<file path="src/rtl/xmem_pkg.sv">
package xmem_pkg;

    localparam int CFG_W     = 8;
    localparam int WS_W      = 2;
    localparam int CNT_W     = 3;
    localparam int SEL_BIT   = 7;
    localparam int WS_HI_BIT = 6;
    localparam int WS_LO_BIT = 5;
    localparam int ALE_BIT   = 4;
    localparam int PAGE_BIT  = 1;

    typedef enum logic [1:0] {
        BUS_IDLE,
        BUS_ADDR,
        BUS_STRB,
        BUS_HOLD
    } bus_st_e;

    typedef enum logic [1:0] {
        LD_PICK,
        LD_WAIT,
        LD_DONE
    } ld_st_e;

    typedef struct packed {
        logic [WS_W-1:0] waits;
        logic            ale_long;
        logic            page_mode;
    } bus_cfg_t;

    typedef struct packed {
        ld_st_e           st;
        logic [CFG_W-1:0] cfg_byte;
    } ld_s_t;

endpackage

</file>
<file path="src/rtl/xmem_cfg_load.sv">
module xmem_cfg_load
    import xmem_pkg::*;
(
    input  logic             clk_i,
    input  logic             rst_ni,
    input  logic             ea_ni,
    input  logic [CFG_W-1:0] rom_i,
    input  logic             bus_done_i,
    input  logic [CFG_W-1:0] bus_rdata_i,
    output logic             ld_req_o,
    output logic             ready_o,
    output bus_cfg_t         cfg_o
);

    ld_s_t ld_d, ld_q;
    logic  cfg_unused;

    always_comb begin
        ld_d = ld_q;
        case (ld_q.st)
            LD_PICK: begin
                if (!rom_i[SEL_BIT] || ea_ni) begin
                    ld_d.cfg_byte = rom_i;
                    ld_d.st       = LD_DONE;
                end else begin
                    ld_d.st = LD_WAIT;
                end
            end
            LD_WAIT: begin
                if (bus_done_i) begin
                    ld_d.cfg_byte = bus_rdata_i;
                    ld_d.st       = LD_DONE;
                end
            end
            default: ;
        endcase
    end

    always_ff @(posedge clk_i) begin
        if (!rst_ni) begin
            ld_q.st       <= LD_PICK;
            ld_q.cfg_byte <= '1;
        end else begin
            ld_q <= ld_d;
        end
    end

    assign ld_req_o        = (ld_q.st == LD_WAIT);
    assign ready_o         = (ld_q.st == LD_DONE);
    assign cfg_o.waits     = ~ld_q.cfg_byte[WS_HI_BIT:WS_LO_BIT];
    assign cfg_o.ale_long  = ~ld_q.cfg_byte[ALE_BIT];
    assign cfg_o.page_mode = ~ld_q.cfg_byte[PAGE_BIT];
    assign cfg_unused      = ^{ld_q.cfg_byte[SEL_BIT], ld_q.cfg_byte[3:2], ld_q.cfg_byte[0]};

endmodule

</file>
<file path="src/rtl/xmem_bus_fsm.sv">
module xmem_bus_fsm
    import xmem_pkg::*;
#(
    parameter int PW = 8,
    localparam int AW = 2 * PW
) (
    input  logic          clk_i,
    input  logic          rst_ni,
    input  logic          req_i,
    input  logic [AW-1:0] addr_i,
    input  logic [PW-1:0] wdata_i,
    input  logic          we_i,
    input  logic          code_i,
    input  bus_cfg_t      cfg_i,
    input  logic [PW-1:0] hi_i,
    input  logic [PW-1:0] lo_i,
    output bus_st_e       st_o,
    output logic [AW-1:0] addr_o,
    output logic [PW-1:0] wdata_o,
    output logic          we_o,
    output logic          code_o,
    output logic [PW-1:0] rdata_o,
    output logic          done_o
);

    typedef struct packed {
        bus_st_e          st;
        logic [CNT_W-1:0] cnt;
        logic [AW-1:0]    addr;
        logic [PW-1:0]    wdata;
        logic             we;
        logic             code;
        logic [PW-1:0]    rdata;
        logic             done;
    } bus_s_t;

    bus_s_t s_d, s_q;

    always_comb begin
        s_d      = s_q;
        s_d.done = 1'b0;
        case (s_q.st)
            BUS_IDLE: begin
                if (req_i && !s_q.done) begin
                    s_d.st    = BUS_ADDR;
                    s_d.addr  = addr_i;
                    s_d.wdata = wdata_i;
                    s_d.we    = we_i;
                    s_d.code  = code_i & ~we_i;
                    s_d.cnt   = cfg_i.ale_long ? CNT_W'(2) : '0;
                end
            end
            BUS_ADDR: begin
                if (s_q.cnt == '0) begin
                    s_d.st  = BUS_STRB;
                    s_d.cnt = CNT_W'(cfg_i.waits) + CNT_W'(cfg_i.ale_long);
                end else begin
                    s_d.cnt = s_q.cnt - CNT_W'(1);
                end
            end
            BUS_STRB: begin
                if (s_q.cnt == '0) begin
                    s_d.st = BUS_HOLD;
                    if (!s_q.we) begin
                        s_d.rdata = cfg_i.page_mode ? hi_i : lo_i;
                    end
                end else begin
                    s_d.cnt = s_q.cnt - CNT_W'(1);
                end
            end
            default: begin
                s_d.st   = BUS_IDLE;
                s_d.done = 1'b1;
            end
        endcase
    end

    always_ff @(posedge clk_i) begin
        if (!rst_ni) begin
            s_q.st    <= BUS_IDLE;
            s_q.cnt   <= '0;
            s_q.addr  <= '0;
            s_q.wdata <= '0;
            s_q.we    <= 1'b0;
            s_q.code  <= 1'b0;
            s_q.rdata <= '0;
            s_q.done  <= 1'b0;
        end else begin
            s_q <= s_d;
        end
    end

    assign st_o    = s_q.st;
    assign addr_o  = s_q.addr;
    assign wdata_o = s_q.wdata;
    assign we_o    = s_q.we;
    assign code_o  = s_q.code;
    assign rdata_o = s_q.rdata;
    assign done_o  = s_q.done;

endmodule

</file>
<file path="src/rtl/xmem_port_map.sv">
module xmem_port_map
    import xmem_pkg::*;
#(
    parameter int PW = 8,
    localparam int AW = 2 * PW
) (
    input  bus_st_e       st_i,
    input  logic [AW-1:0] addr_i,
    input  logic [PW-1:0] wdata_i,
    input  logic          we_i,
    input  logic          code_i,
    input  logic          page_mode_i,
    output logic          ale_o,
    output logic          rd_no,
    output logic          wr_no,
    output logic          psen_no,
    output logic [PW-1:0] hi_o,
    output logic          hi_oe_o,
    output logic [PW-1:0] lo_o,
    output logic          lo_oe_o
);

    logic          strobe;
    logic          data_phase;
    logic [PW-1:0] a_hi;
    logic [PW-1:0] a_lo;

    assign strobe     = (st_i == BUS_STRB);
    assign data_phase = (st_i == BUS_STRB) || (st_i == BUS_HOLD);
    assign a_hi       = addr_i[AW-1:PW];
    assign a_lo       = addr_i[PW-1:0];

    assign ale_o   = (st_i == BUS_ADDR);
    assign wr_no   = ~(strobe & we_i);
    assign rd_no   = ~(strobe & ~we_i & ~code_i);
    assign psen_no = ~(strobe & ~we_i & code_i);

    always_comb begin
        hi_o    = '0;
        hi_oe_o = 1'b0;
        lo_o    = '0;
        lo_oe_o = 1'b0;
        if (st_i == BUS_ADDR) begin
            hi_o    = a_hi;
            hi_oe_o = 1'b1;
            lo_o    = a_lo;
            lo_oe_o = 1'b1;
        end else if (data_phase) begin
            if (page_mode_i) begin
                hi_o    = we_i ? wdata_i : '0;
                hi_oe_o = we_i;
                lo_o    = a_lo;
                lo_oe_o = 1'b1;
            end else begin
                hi_o    = a_hi;
                hi_oe_o = 1'b1;
                lo_o    = we_i ? wdata_i : '0;
                lo_oe_o = we_i;
            end
        end
    end

endmodule

</file>
<file path="src/rtl/xmem_seq.sv">
module xmem_seq
    import xmem_pkg::*;
#(
    parameter int          PW         = 8,
    parameter logic [15:0] FETCH_ADDR = 16'hFFF8
) (
    input  logic             clk_i,
    input  logic             rst_ni,
    input  logic             ea_ni,
    input  logic [CFG_W-1:0] cfg_rom_i,
    input  logic             req_i,
    input  logic [2*PW-1:0]  addr_i,
    input  logic [PW-1:0]    wdata_i,
    input  logic             we_i,
    input  logic             code_i,
    output logic [PW-1:0]    rdata_o,
    output logic             done_o,
    output logic             ale_o,
    output logic             rd_no,
    output logic             wr_no,
    output logic             psen_no,
    output logic [PW-1:0]    p_hi_o,
    output logic             p_hi_oe_o,
    input  logic [PW-1:0]    p_hi_i,
    output logic [PW-1:0]    p_lo_o,
    output logic             p_lo_oe_o,
    input  logic [PW-1:0]    p_lo_i
);

    localparam int AW = 2 * PW;

    bus_cfg_t      bus_cfg;
    logic          ld_req;
    logic          ld_ready;
    logic          cfg_page;
    logic          bus_req;
    logic [AW-1:0] bus_addr;
    logic          bus_we;
    logic          bus_code;
    logic          bus_done;
    logic [PW-1:0] bus_rdata;
    bus_st_e       bus_st;
    logic [AW-1:0] cyc_addr;
    logic [PW-1:0] cyc_wdata;
    logic          cyc_we;
    logic          cyc_code;

    assign bus_req  = ld_ready ? req_i : ld_req;
    assign bus_addr = ld_ready ? addr_i : AW'(FETCH_ADDR);
    assign bus_we   = ld_ready & we_i;
    assign bus_code = ld_ready ? code_i : 1'b1;
    assign done_o   = bus_done & ld_ready;
    assign rdata_o  = bus_rdata;
    assign cfg_page = bus_cfg.page_mode;

    xmem_cfg_load u_load (
        .clk_i       (clk_i),
        .rst_ni      (rst_ni),
        .ea_ni       (ea_ni),
        .rom_i       (cfg_rom_i),
        .bus_done_i  (bus_done),
        .bus_rdata_i (bus_rdata[CFG_W-1:0]),
        .ld_req_o    (ld_req),
        .ready_o     (ld_ready),
        .cfg_o       (bus_cfg)
    );

    xmem_bus_fsm #(.PW(PW)) u_fsm (
        .clk_i   (clk_i),
        .rst_ni  (rst_ni),
        .req_i   (bus_req),
        .addr_i  (bus_addr),
        .wdata_i (wdata_i),
        .we_i    (bus_we),
        .code_i  (bus_code),
        .cfg_i   (bus_cfg),
        .hi_i    (p_hi_i),
        .lo_i    (p_lo_i),
        .st_o    (bus_st),
        .addr_o  (cyc_addr),
        .wdata_o (cyc_wdata),
        .we_o    (cyc_we),
        .code_o  (cyc_code),
        .rdata_o (bus_rdata),
        .done_o  (bus_done)
    );

    xmem_port_map #(.PW(PW)) u_map (
        .st_i        (bus_st),
        .addr_i      (cyc_addr),
        .wdata_i     (cyc_wdata),
        .we_i        (cyc_we),
        .code_i      (cyc_code),
        .page_mode_i (bus_cfg.page_mode),
        .ale_o       (ale_o),
        .rd_no       (rd_no),
        .wr_no       (wr_no),
        .psen_no     (psen_no),
        .hi_o        (p_hi_o),
        .hi_oe_o     (p_hi_oe_o),
        .lo_o        (p_lo_o),
        .lo_oe_o     (p_lo_oe_o)
    );

endmodule

</file>
<file path="config.mk">
export PLATFORM = sky130hd
export DESIGN_NAME = xmem_seq
export DESIGN_NICKNAME = d
export VERILOG_FILES = /design/src/rtl/xmem_pkg.sv /design/src/rtl/xmem_cfg_load.sv /design/src/rtl/xmem_bus_fsm.sv /design/src/rtl/xmem_port_map.sv /design/src/rtl/xmem_seq.sv
export SDC_FILE = /design/constraint.sdc
export NUM_CORES = 1
export LEC_CHECK = 0
export BUFFER_PORTS_ARGS = -buffer_cell sky130_fd_sc_hd__buf_4
export CORE_ASPECT_RATIO = 0.5
export CORE_MARGIN = 4
export CORE_UTILIZATION = 30
export DETAILED_ROUTE_END_ITERATION = 8
export PLACE_DENSITY = 0.61
export RECOVER_POWER = 25
export SLEW_MARGIN = 10
export SYNTH_ARGS = -nofsm -noshare
export SYNTH_HDL_FRONTEND = slang
export SYNTH_SLANG_ARGS = --single-unit
</file>
<file path="constraint.sdc">
create_clock -name clk_i -period 2 [get_ports clk_i]
set_clock_uncertainty 0.2 [all_clocks]
set_input_delay 0.1 -clock clk_i [delete_from_list [all_inputs] [get_ports clk_i]]
set_output_delay 0.1 -clock clk_i [all_outputs]
set_load 0.02 [all_outputs]
</file>
# After elaboration in Yosys (flattened, before gate mapping)
# Index checks and enable logic that the tools add are counted.
[word_totals] latch_bits=0 out_inout_bits=31 memories=0 mem_bits_ro=0 word_cells=85 ram_bits=0 ff_bits=49
[op_classes] add_sub_neg=2 n_lt_le_gt_ge=0 n_eq_ne=11 shift=0 div=0 bitwise=15 n_reduce_logical=17 mul=0 mux=30
[ops] op="2-to-1 mux 8 bit" count=9
[ops] op="2-to-1 mux 31 bit" count=1
[ops] op="case mux 10 bit (2 select lines)" count=1
[ops] op="2-to-1 mux 16 bit" count=1
[ops] op="AND reduction 3 bit" count=4
[ops] op="2-to-1 mux 10 bit" count=1
[ops] op="2-to-1 mux 1 bit" count=9
[ops] op="case mux 3 bit (3 select lines)" count=1
[ops] op="2-to-1 mux 2 bit" count=4
[ops] op="inequality test 2 x 1 -> 1 bit, second input constant" count=4
[ops] op="bitwise AND 1 bit" count=7
[ops] op="inverter 1 bit" count=7
[ops] op="== test 2 bit, second input constant" count=3
[ops] op="2-to-1 mux 3 bit" count=2
[ops] op="case mux 2 bit (3 select lines)" count=1
[ops] op="== test 2 x 1 -> 1 bit, second input constant" count=2
[ops] op="logical NOT 2 bit" count=2
[ops] op="inequality test 2 bit, second input constant" count=2
[ops] op="AND reduction 2 bit" count=2
[ops] op="adder 2 x 1 -> 3 bit" count=1
[ops] op="logical NOT 3 bit" count=1
[ops] op="nonzero test 3 bit" count=1
[ops] op="OR reduction 3 bit" count=1
[ops] op="subtractor 3 x 1 -> 3 bit, second input constant" count=1
[ops] op="5 further kinds" count=7

# Logic depth before layout (Yosys ltp)
# Gate-level depths: netlist of the first run.
[depth] word_depth=6 mapped_depth=8

# Cells and area by module
# From an unflattened synthesis of the first run, not the netlist that was laid out.
[hier_totals] hier_cells=352 hier_area_um2=2960.3
[by_module_without_submodules] mod="xmem_bus_fsm" seq_area_each_um2=800.8 cells_per_inst=237 instances=1 area_each_um2=2125.8
[by_module_without_submodules] mod="xmem_cfg_load" seq_area_each_um2=120.1 cells_per_inst=35 instances=1 area_each_um2=360.3
[by_module_without_submodules] mod="xmem_port_map" seq_area_each_um2=0.0 cells_per_inst=58 instances=1 area_each_um2=324.1
[by_module_without_submodules] mod="xmem_seq" seq_area_each_um2=0.0 cells_per_inst=22 instances=1 area_each_um2=150.1

# Worst setup path after synthesis of the first run
# Ideal clock, no wire load.
[synth_timing] path_kind="reg2out" startpoint="reg u_fsm.s_q (netlist bit u_fsm.st_o[0])" endpoint="out p_hi_o[0]" slack_ns=-0.126 path_buffers=2 arrival_time_ns=1.826 required_time_ns=1.700 path_stages_with_launch=7 path_cell_list="dfxtp_1 -> inv_1 -> ha_1 -> clkbuf_1 -> nor3_1 -> clkbuf_1 -> a21oi_1"
[synth_via] elab_chain_len=4 elab_cells_between_ends=6 cone_classes="eq/ne: 3; mux: 2; reduce/logical: 1"
[synth_lines] item="from (decl)" line_no="xmem_bus_fsm.sv:37" text="bus_s_t s_d, s_q;"
[synth_lines] item="== test 2 bit" line_no="xmem_port_map.sv:29" text="assign data_phase = (st_i == BUS_STRB) || (st_i == BUS_HOLD);"
[synth_lines] item="logical OR 1 bit" line_no="xmem_port_map.sv:29"
[synth_lines] item="2-to-1 mux 8 bit" line_no="xmem_port_map.sv:48" text="end else if (data_phase) begin"
[synth_lines] item="2-to-1 mux 8 bit (*)" line_no="xmem_port_map.sv:43" text="if (st_i == BUS_ADDR) begin"
[synth_lines] item="to (decl)" line_no="xmem_seq.sv:22" text="output logic [PW-1:0] p_hi_o,"
# Mark *: on every way between the ends. The rest lies on a longest branch, timed or not.

# Final worst setup path of the first run
[layout_timing] startpoint="reg u_fsm.s_q (netlist bit u_fsm.st_o[1])" endpoint="out p_lo_o[6]"
[layout_via] elab_chain_len=4 elab_cells_between_ends=6 cone_classes="eq/ne: 3; mux: 2; reduce/logical: 1"
[layout_lines] item="== test 2 bit" line_no="xmem_port_map.sv:29"
[layout_lines] item="logical OR 1 bit" line_no="xmem_port_map.sv:29"
[layout_lines] item="2-to-1 mux 8 bit" line_no="xmem_port_map.sv:48"
[layout_lines] item="2-to-1 mux 8 bit (*)" line_no="xmem_port_map.sv:43"
[layout_lines] item="to (decl)" line_no="xmem_seq.sv:25" text="output logic [PW-1:0] p_lo_o,"
# Marked as above.

==> summary.txt, run 1 <==
STA
  – Fmax: 0.511 GHz
  – Setup TNS: 0 ps
  – Rel. slew slack: 62.7%
  – Fin crit share: 97.8%
  – Final WS setup: 44.4 ps
  – Worst slew pin tran: 559 ps
  – RSZ-0062 raised after global routing: false
  – Tmin final: 1960 ps
  – Final Hold Viols: 2
  – Slew Viols, Final: 0
  – Hold slack final: -5.22 ps
  – Setup violations, final: 0

Cells and area
  – Nets@finish: 510
  – Number of filler cells placed in the layout: 802
  – Share of the core filled with cells: 48.5%
  – Post-route design area: 0.00395 mm^2
  – Fin cells: 561
  – Syn-to-layout area delta: 54.1%
  – Share of layout cells above drive strength 1: 26.5%
  – ANT cells: 0

Drt
  – TritonRoute pass-1 iters: 4
  – DR vias: 2,695
  – Remaining antenna violation count after routing: 0
  – WL final: 7.90 mm
  – Vias/cell: 4.80
  – Routed wire per std cell: 14.1 um
  – DRT iter0 DRCs: 190
  – Post-route DRC: 0

Placed design
  – Dpl cells: 509
  – Post-DP HPWL: 5.61 mm
  – Area of placed instances: 0.00335 mm^2
  – PortBufs: 81
  – Placer Congestion: 0.845
  – Pre-CTS setup slack: 125 ps

Synthesis
  – Syn nets: 391
  – Synth area leaders: dfxtp_1, a21oi_1, nand2_1, nand3_1, a311oi_1
  – Syn avg cell area: 7.80 um^2
  – Register area share after synthesis: 35.9%
  – Number of library cell types mapped by synthesis: 40
  – Cell Area, Synth: 0.00256 mm^2
  – Top cell type's share of synthesized area: 35.9%
  – Seq cells post-synth: 46
  – Yosys warns: 0
  – Synth area leader: dfxtp_1
  – Gate Count Post-Synth: 329

Power
  – Pint: 2.53 mW
  – Power Dens Cells: 1080 mW/mm^2
  – Net Sw Power: 1.73 mW
  – Max IR drop VDD: 0.408 mV
  – Logic pwr share: 50.7%
  – Overall power: 4.26 mW
  – LEAKAGE: 1.61 nW
  – Sequential fraction of design power: 29.7%
  – Clock power frac: 19.6%
  – Net Sw Frac: 40.7%

Global routing
  – Largest net degree at the start of global routing: 41
  – First-pass GRT wire length: 12.7 mm
  – Initial antenna violation count: 0
  – Grt ovf: 0
  – Gr usage total: 15.3%
  – Vias in the first global route: 2,563

Clock tree
  – Clock Latency Late Sink: 280 ps
  – TritonCTS clock tree: yes
  – CTS max path bufs: 2
  – Sink Count: 46
  – Root Buffer: clkbuf_16
  – CTS H-tree lvls: 2
  – CTS clk-pin slew, worst paths: 60 ps
  – CTS Buf Count: 5

Setup path
  – CP max stage delay: 320 ps
  – Slowest-stage cell, CP: dfxtp_2
  – CP endpoint kind: output pin
  – Critical path arrival: 1660 ps
  – Worst path most repeated cell: buf_4
  – Crit-path cells: buf_4, ha_2, nor3_4, buf_12, a21oi_1, buf_4
  – CP Max Fanout: 16
  – Startpoint Class: flip-flop
  – Crit Path Category: flip-flop to output pin
  – Req. time, crit path: 1700 ps

Worst hold path
  – HP Class: primary input to flip-flop

Job
  – Max-cap violations: 0

Floorplan
  – Cell row count: 23
  – Die Width: 139 um
  – Die area: 0.0102 mm^2
  – Core Box Area: 0.00814 mm^2
  – IO Pins: 85
  – Die H: 73.4 um
  – Starting Density: 31.5%

Outcome
  – Failing checks: hold timing
  – Status: finished, violations left
==> layer usage <==
metal	vias to the layer above	track usage (%)	part of all wire, %
met5	-	0	0
met4	0	4.45	1.4
met3	11	2.41	4.7
met2	60	25.6	48
met1	1236	20.8	46
li1	1388	-	-
==> placed cells by master, fill, tap and decap left out, types with 3 or more instances in the layout <==
cell | netlist | final
nor2_1 | 29 | 27
inv_1 | 27 | 27
ha_1 | 8 | 6
o211ai_1 | 10 | 10
a211oi_1 | 8 | 9
nand3_1 | 24 | 23
clkbuf_16 | 0 | 5
buf_12 | 0 | 5
nand4_1 | 3 | 3
nor2b_1 | 3 | 3
o21ai_0 | 14 | 14
a21oi_2 | 0 | 10
clkbuf_1 | 12 | 12
mux2i_1 | 11 | 11
a21oi_1 | 32 | 22
nand2_1 | 36 | 35
buf_4 | 11 | 81
a311oi_1 | 13 | 13
dlygate4sd3_1 | 0 | 43
nand2b_1 | 8 | 8
dfxtp_1 | 46 | 43
==> cell type report <==
cell class	count	area, um^2	area share, %
multi-input combinational	225	1440	36.3
timing repair buffer	142	1200	30.3
sequential	46	927	23.5
clock buffer	7	143	3.61
tap	112	140	3.55
inverter	28	105	2.66
clock inverter	1	5.00	0.127
==> cell usage after synthesis <==
| master | n |
|---|---|
| a311oi_1 | 13 |
| buf_2 | 2 |
| a31oi_1 | 2 |
| clkbuf_2 | 1 |
| o2111ai_1 | 2 |
| and3b_1 | 1 |
| a311oi_2 | 1 |
| nand4_1 | 3 |
| and2_1 | 2 |
| a211oi_4 | 1 |
| nand3_1 | 24 |
| buf_6 | 3 |
| nand2b_1 | 8 |
| a21oi_1 | 32 |
| inv_1 | 27 |
| nor4bb_1 | 1 |
| buf_4 | 11 |
| nand3b_1 | 1 |
| clkbuf_1 | 12 |
| nand2_1 | 36 |
| o311a_1 | 1 |
| and3_1 | 1 |
| inv_2 | 1 |
| o21ai_0 | 14 |
| dfxtp_1 | 46 |
| nor3_1 | 3 |
| mux2i_1 | 11 |
| nand4b_1 | 2 |
| ha_1 | 8 |
| nor2_1 | 29 |
| o211ai_1 | 10 |
| a211oi_2 | 1 |
| and2b_1 | 1 |
| buf_1 | 1 |
| nor2b_1 | 3 |
| o31a_1 | 1 |
| or3_1 | 1 |
| a211oi_1 | 8 |
| o311ai_0 | 2 |
| o22ai_1 | 2 |
==> power groups by stage <==
stage	Clock (mW)	Sequential [mW]	Combinational, mW
5_1_grt	0.893	1.29	2.36
3_5_place_dp	0	1.27	2.03
3_3_place_gp	0	1.27	2.01
2_1_floorplan	0	1.23	1.36
4_1_cts	0.850	1.26	2.17
6_report	0.834	1.27	2.16
==> cells by family after synthesis <==
kind of cell,count (synthesis),synth area share [%]
flops,46,35.9
compound gates,90,23.6
simple gates,116,21.2
buf+inv,58,11.1
fa+ha+maj,8,3.90
mux,11,4.29
==> worst max-delay path, delay by kind of cell (launching register included) <==
family	cells	cell delay, ps
DFF	1	320
AOI/OAI and AO/OA	1	60
and+or+nand+nor	1	250
buffers and inverters	3	500
adders and majority gates	1	220
==> path summary, 6_finish.rpt <==
check	from	to	slack [ps]	cells past startpoint
min reg2reg	u_fsm.addr_o[0]	u_fsm.addr_o[0]	260	2
min	p_hi_i[6]	u_fsm.rdata_o[6]	-5	3
max	u_fsm.st_o[1]	p_lo_o[6]	40	6
max reg2reg	u_fsm.s_q[35]	u_fsm.rdata_o[5]	130	7
==> sequential cells by signal (all words and copies together) (netlist names) <==
register       cells
u_fsm.addr_o      16
u_fsm.code_o       1
u_fsm.done_o       1
u_fsm.rdata_o      8
u_fsm.s_q          3
u_fsm.st_o         2
u_fsm.wdata_o      8
u_fsm.we_o         1
u_load.ld_q        6
==> what timing repair did <==
item	CTS	global route
endpoints found under the setup margin	16	19
pin swaps	1	2
buffers inserted	0	1
hold buffers	43	0
endpoints found under the hold margin	42	0
resized for setup	8	12
Note: power is estimated with default switching activity, not from simulation.
==> run 2: changes to the inputs <==
PLACE_DENSITY = not set   (was 0.61)
PLACE_DENSITY_LB_ADDON = 0.05   (was not set)
==> summary.txt, run 2 (synthesis results as in run 1) <==
STA
  – Final WS setup: 39.9 ps (-4.57 ps)
  – Slew Viols, Final: 0 (unchanged)
  – Fmax: 0.510 GHz (-0.23%)
  – Tmin final: 1960 ps (+4.57 ps)
  – Hold slack final: 17.8 ps (+23.0 ps)
  – Fin crit share: 98.0% (+0.23 points)
  – Worst slew pin tran: 712 ps (+153 ps)
  – Setup TNS: 0 ps (unchanged)
  – Final Hold Viols: 0 (-2)
  – RSZ-0062 raised after global routing: true
  – Setup violations, final: 0 (unchanged)
  – Rel. slew slack: 52.5% (-10 points)

Setup path
  – R2R setup slack: 60 ps (-70 ps)
  – CP Launch Point: u_fsm.st_o[1]
  – CP Max Fanout: 16 (unchanged)
  – Slowest-stage cell, CP: dfxtp_2
  – Startpoint Class: flip-flop
  – Reg2reg start: u_fsm.st_o[0]
  – CP max stage delay: 330 ps (about the same)
  – Crit-path cells: buf_4, ha_1, nor3_4, buf_12, a21oi_2, buf_4
  – Crit Path Category: flip-flop to output pin
  – R2R Path End: u_fsm.wdata_o[5]
  – Req. time, crit path: 1700 ps (about the same)
  – Worst path most repeated cell: buf_4
  – Critical path arrival: 1660 ps (about the same)
  – CP endpoint kind: output pin
  – R2r worst-path depth: 8 (+1)

Drt
  – Remaining antenna violation count after routing: 0 (unchanged)
  – DR vias: 2,760 (+2.4%)
  – Vias/cell: 4.83 (+0.44%)
  – WL final: 8.08 mm (+2.3%)
  – DRT iter0 DRCs: 143 (-25%)
  – Post-route DRC: 0 (unchanged)
  – Routed wire per std cell: 14.1 um (+0.33%)
  – TritonRoute pass-1 iters: 5 (+1)

Global routing
  – Initial antenna violation count: 0 (unchanged)
  – Vias in the first global route: 2,649 (+3.4%)
  – First-pass GRT wire length: 12.5 mm (-1.4%)
  – Grt ovf: 0 (unchanged)
  – Largest net degree at the start of global routing: 41 (unchanged)
  – Gr usage total: 15.1% (-0.22 points)

Placed design
  – Pre-CTS setup slack: 57.7 ps (-67.7 ps)
  – PortBufs: 81 (unchanged)
  – Post-DP HPWL: 5.62 mm (+0.16%)
  – Area of placed instances: 0.00334 mm^2 (-0.30%)
  – Placer Congestion: 0.776 (-8.2%)

Clock tree
  – Sink Count: 46 (unchanged)
  – Clock Latency Late Sink: 290 ps (about the same)
  – CTS clk-pin slew, worst paths: 60 ps (about the same)
  – TritonCTS clock tree: yes
  – CTS H-tree lvls: 2 (unchanged)
  – CTS Buf Count: 5 (unchanged)
  – Root Buffer: clkbuf_16
  – CTS max path bufs: 2 (unchanged)

Cells and area
  – Post-route design area: 0.00410 mm^2 (+3.7%)
  – ANT cells: 0 (unchanged)
  – Commonest non-fill, non-tap cell in the layout: buf_4
  – Multi-input gate area: 0.00148 mm^2 (+2.7%)
  – Nets@finish: 521 (+2.2%)
  – Largest register FFs: 16 (unchanged)
  – Storage element area: 927 um^2 (unchanged)
  – Number of filler cells placed in the layout: 811 (+1.1%)
  – Syn-to-layout area delta: 59.8%
  – Most frequent cells in the layout: buf_4, dlygate4sd3_1, dfxtp_1, nand2_1, nor2_1
  – Share of layout cells above drive strength 1: 30.0% (+3.5 points)

Worst hold path
  – Worst hold stages: 5 (+2)
  – Hold_sp: ea_ni
  – HP Class: primary input to flip-flop
  – Hold Path End: u_load.ld_q[9]

Floorplan
  – Core Box Area: 0.00814 mm^2 (unchanged)
  – Die Width: 139 um (unchanged)
  – Cell row count: 23 (unchanged)
  – IO Pins: 85 (unchanged)
  – Die H: 73.4 um (unchanged)
  – Starting Density: 31.5% (unchanged)
  – Die area: 0.0102 mm^2 (unchanged)

Job
  – Max-cap violations: 0 (unchanged)

Power
  – Power Dens Cells: 1080 mW/mm^2 (+0.25%)
  – LEAKAGE: 1.67 nW (+3.7%)
  – Max IR drop VDD: 0.398 mV (-2.4%)

Outcome
  – Status: complete, no violations
==> run 2: metrics by stage <==
stage	power, mW	cells	util (%)
floorplan	2.59	329	-
global placement	3.29	511	41.0
detailed placement	3.32	511	41.0
CTS	4.34	567	49.3
global route	4.72	572	50.3
finish	4.43	572	50.3
==> run 2: power breakdown <==
group	internal [mW]	switching, mW	total, mW
clock	0.464	0.379	0.843
combinational	1.03	1.30	2.32
sequential	1.12	0.147	1.26
total	2.61	1.82	4.43
==> run 2: area by class of cell <==
type	count	share of cell area [%]
sequential	46	22.6
inverter	28	2.63
tap	112	3.42
clock buffer	5	3.05
multi-input combinational	225	36.0
timing repair buffer	153	31.8
clock inverter	3	0.458
==> run 2: how the worst max path moves through the flow <==
stage                             to  slack, ps  cells past startpoint
finish                     p_hi_o[7]         40                      6
floorplan                  p_lo_o[4]          8                      6
CTS                        p_hi_o[2]         20                      6
detailed placement  u_fsm.addr_o[10]         60                      7
global placement    u_fsm.rdata_o[7]        120                      5
global route               p_hi_o[2]        -50                      7
==> run 2: layer usage <==
metal  GRT usage (%)  part of all wire (%)
met5               0                     0
met4            3.25                  0.84
met3            4.23                   4.5
met2            26.1                    48
met1            19.1                    46
==> run 2: repair_timing <==
action / 4_1_cts / 5_1_grt
hold buffers: 48 / 0
pin swaps: 3 / 8
buffers inserted: 0 / 4
endpoints found under the hold margin: 43 / 0
cloned: 0 / 1
endpoints found under the setup margin: 16 / 33
resized for setup: 13 / 22
==> run 2: critical path, delay by kind of cell (launching register included) <==
| kind | cells | cell delay, ps |
|---|---|---|
| adders and majority gates | 1 | 250 |
| buffers and inverters | 3 | 500 |
| AOI/OAI and AO/OA | 1 | 50 |
| DFF | 1 | 330 |
| and+or+nand+nor | 1 | 220 |
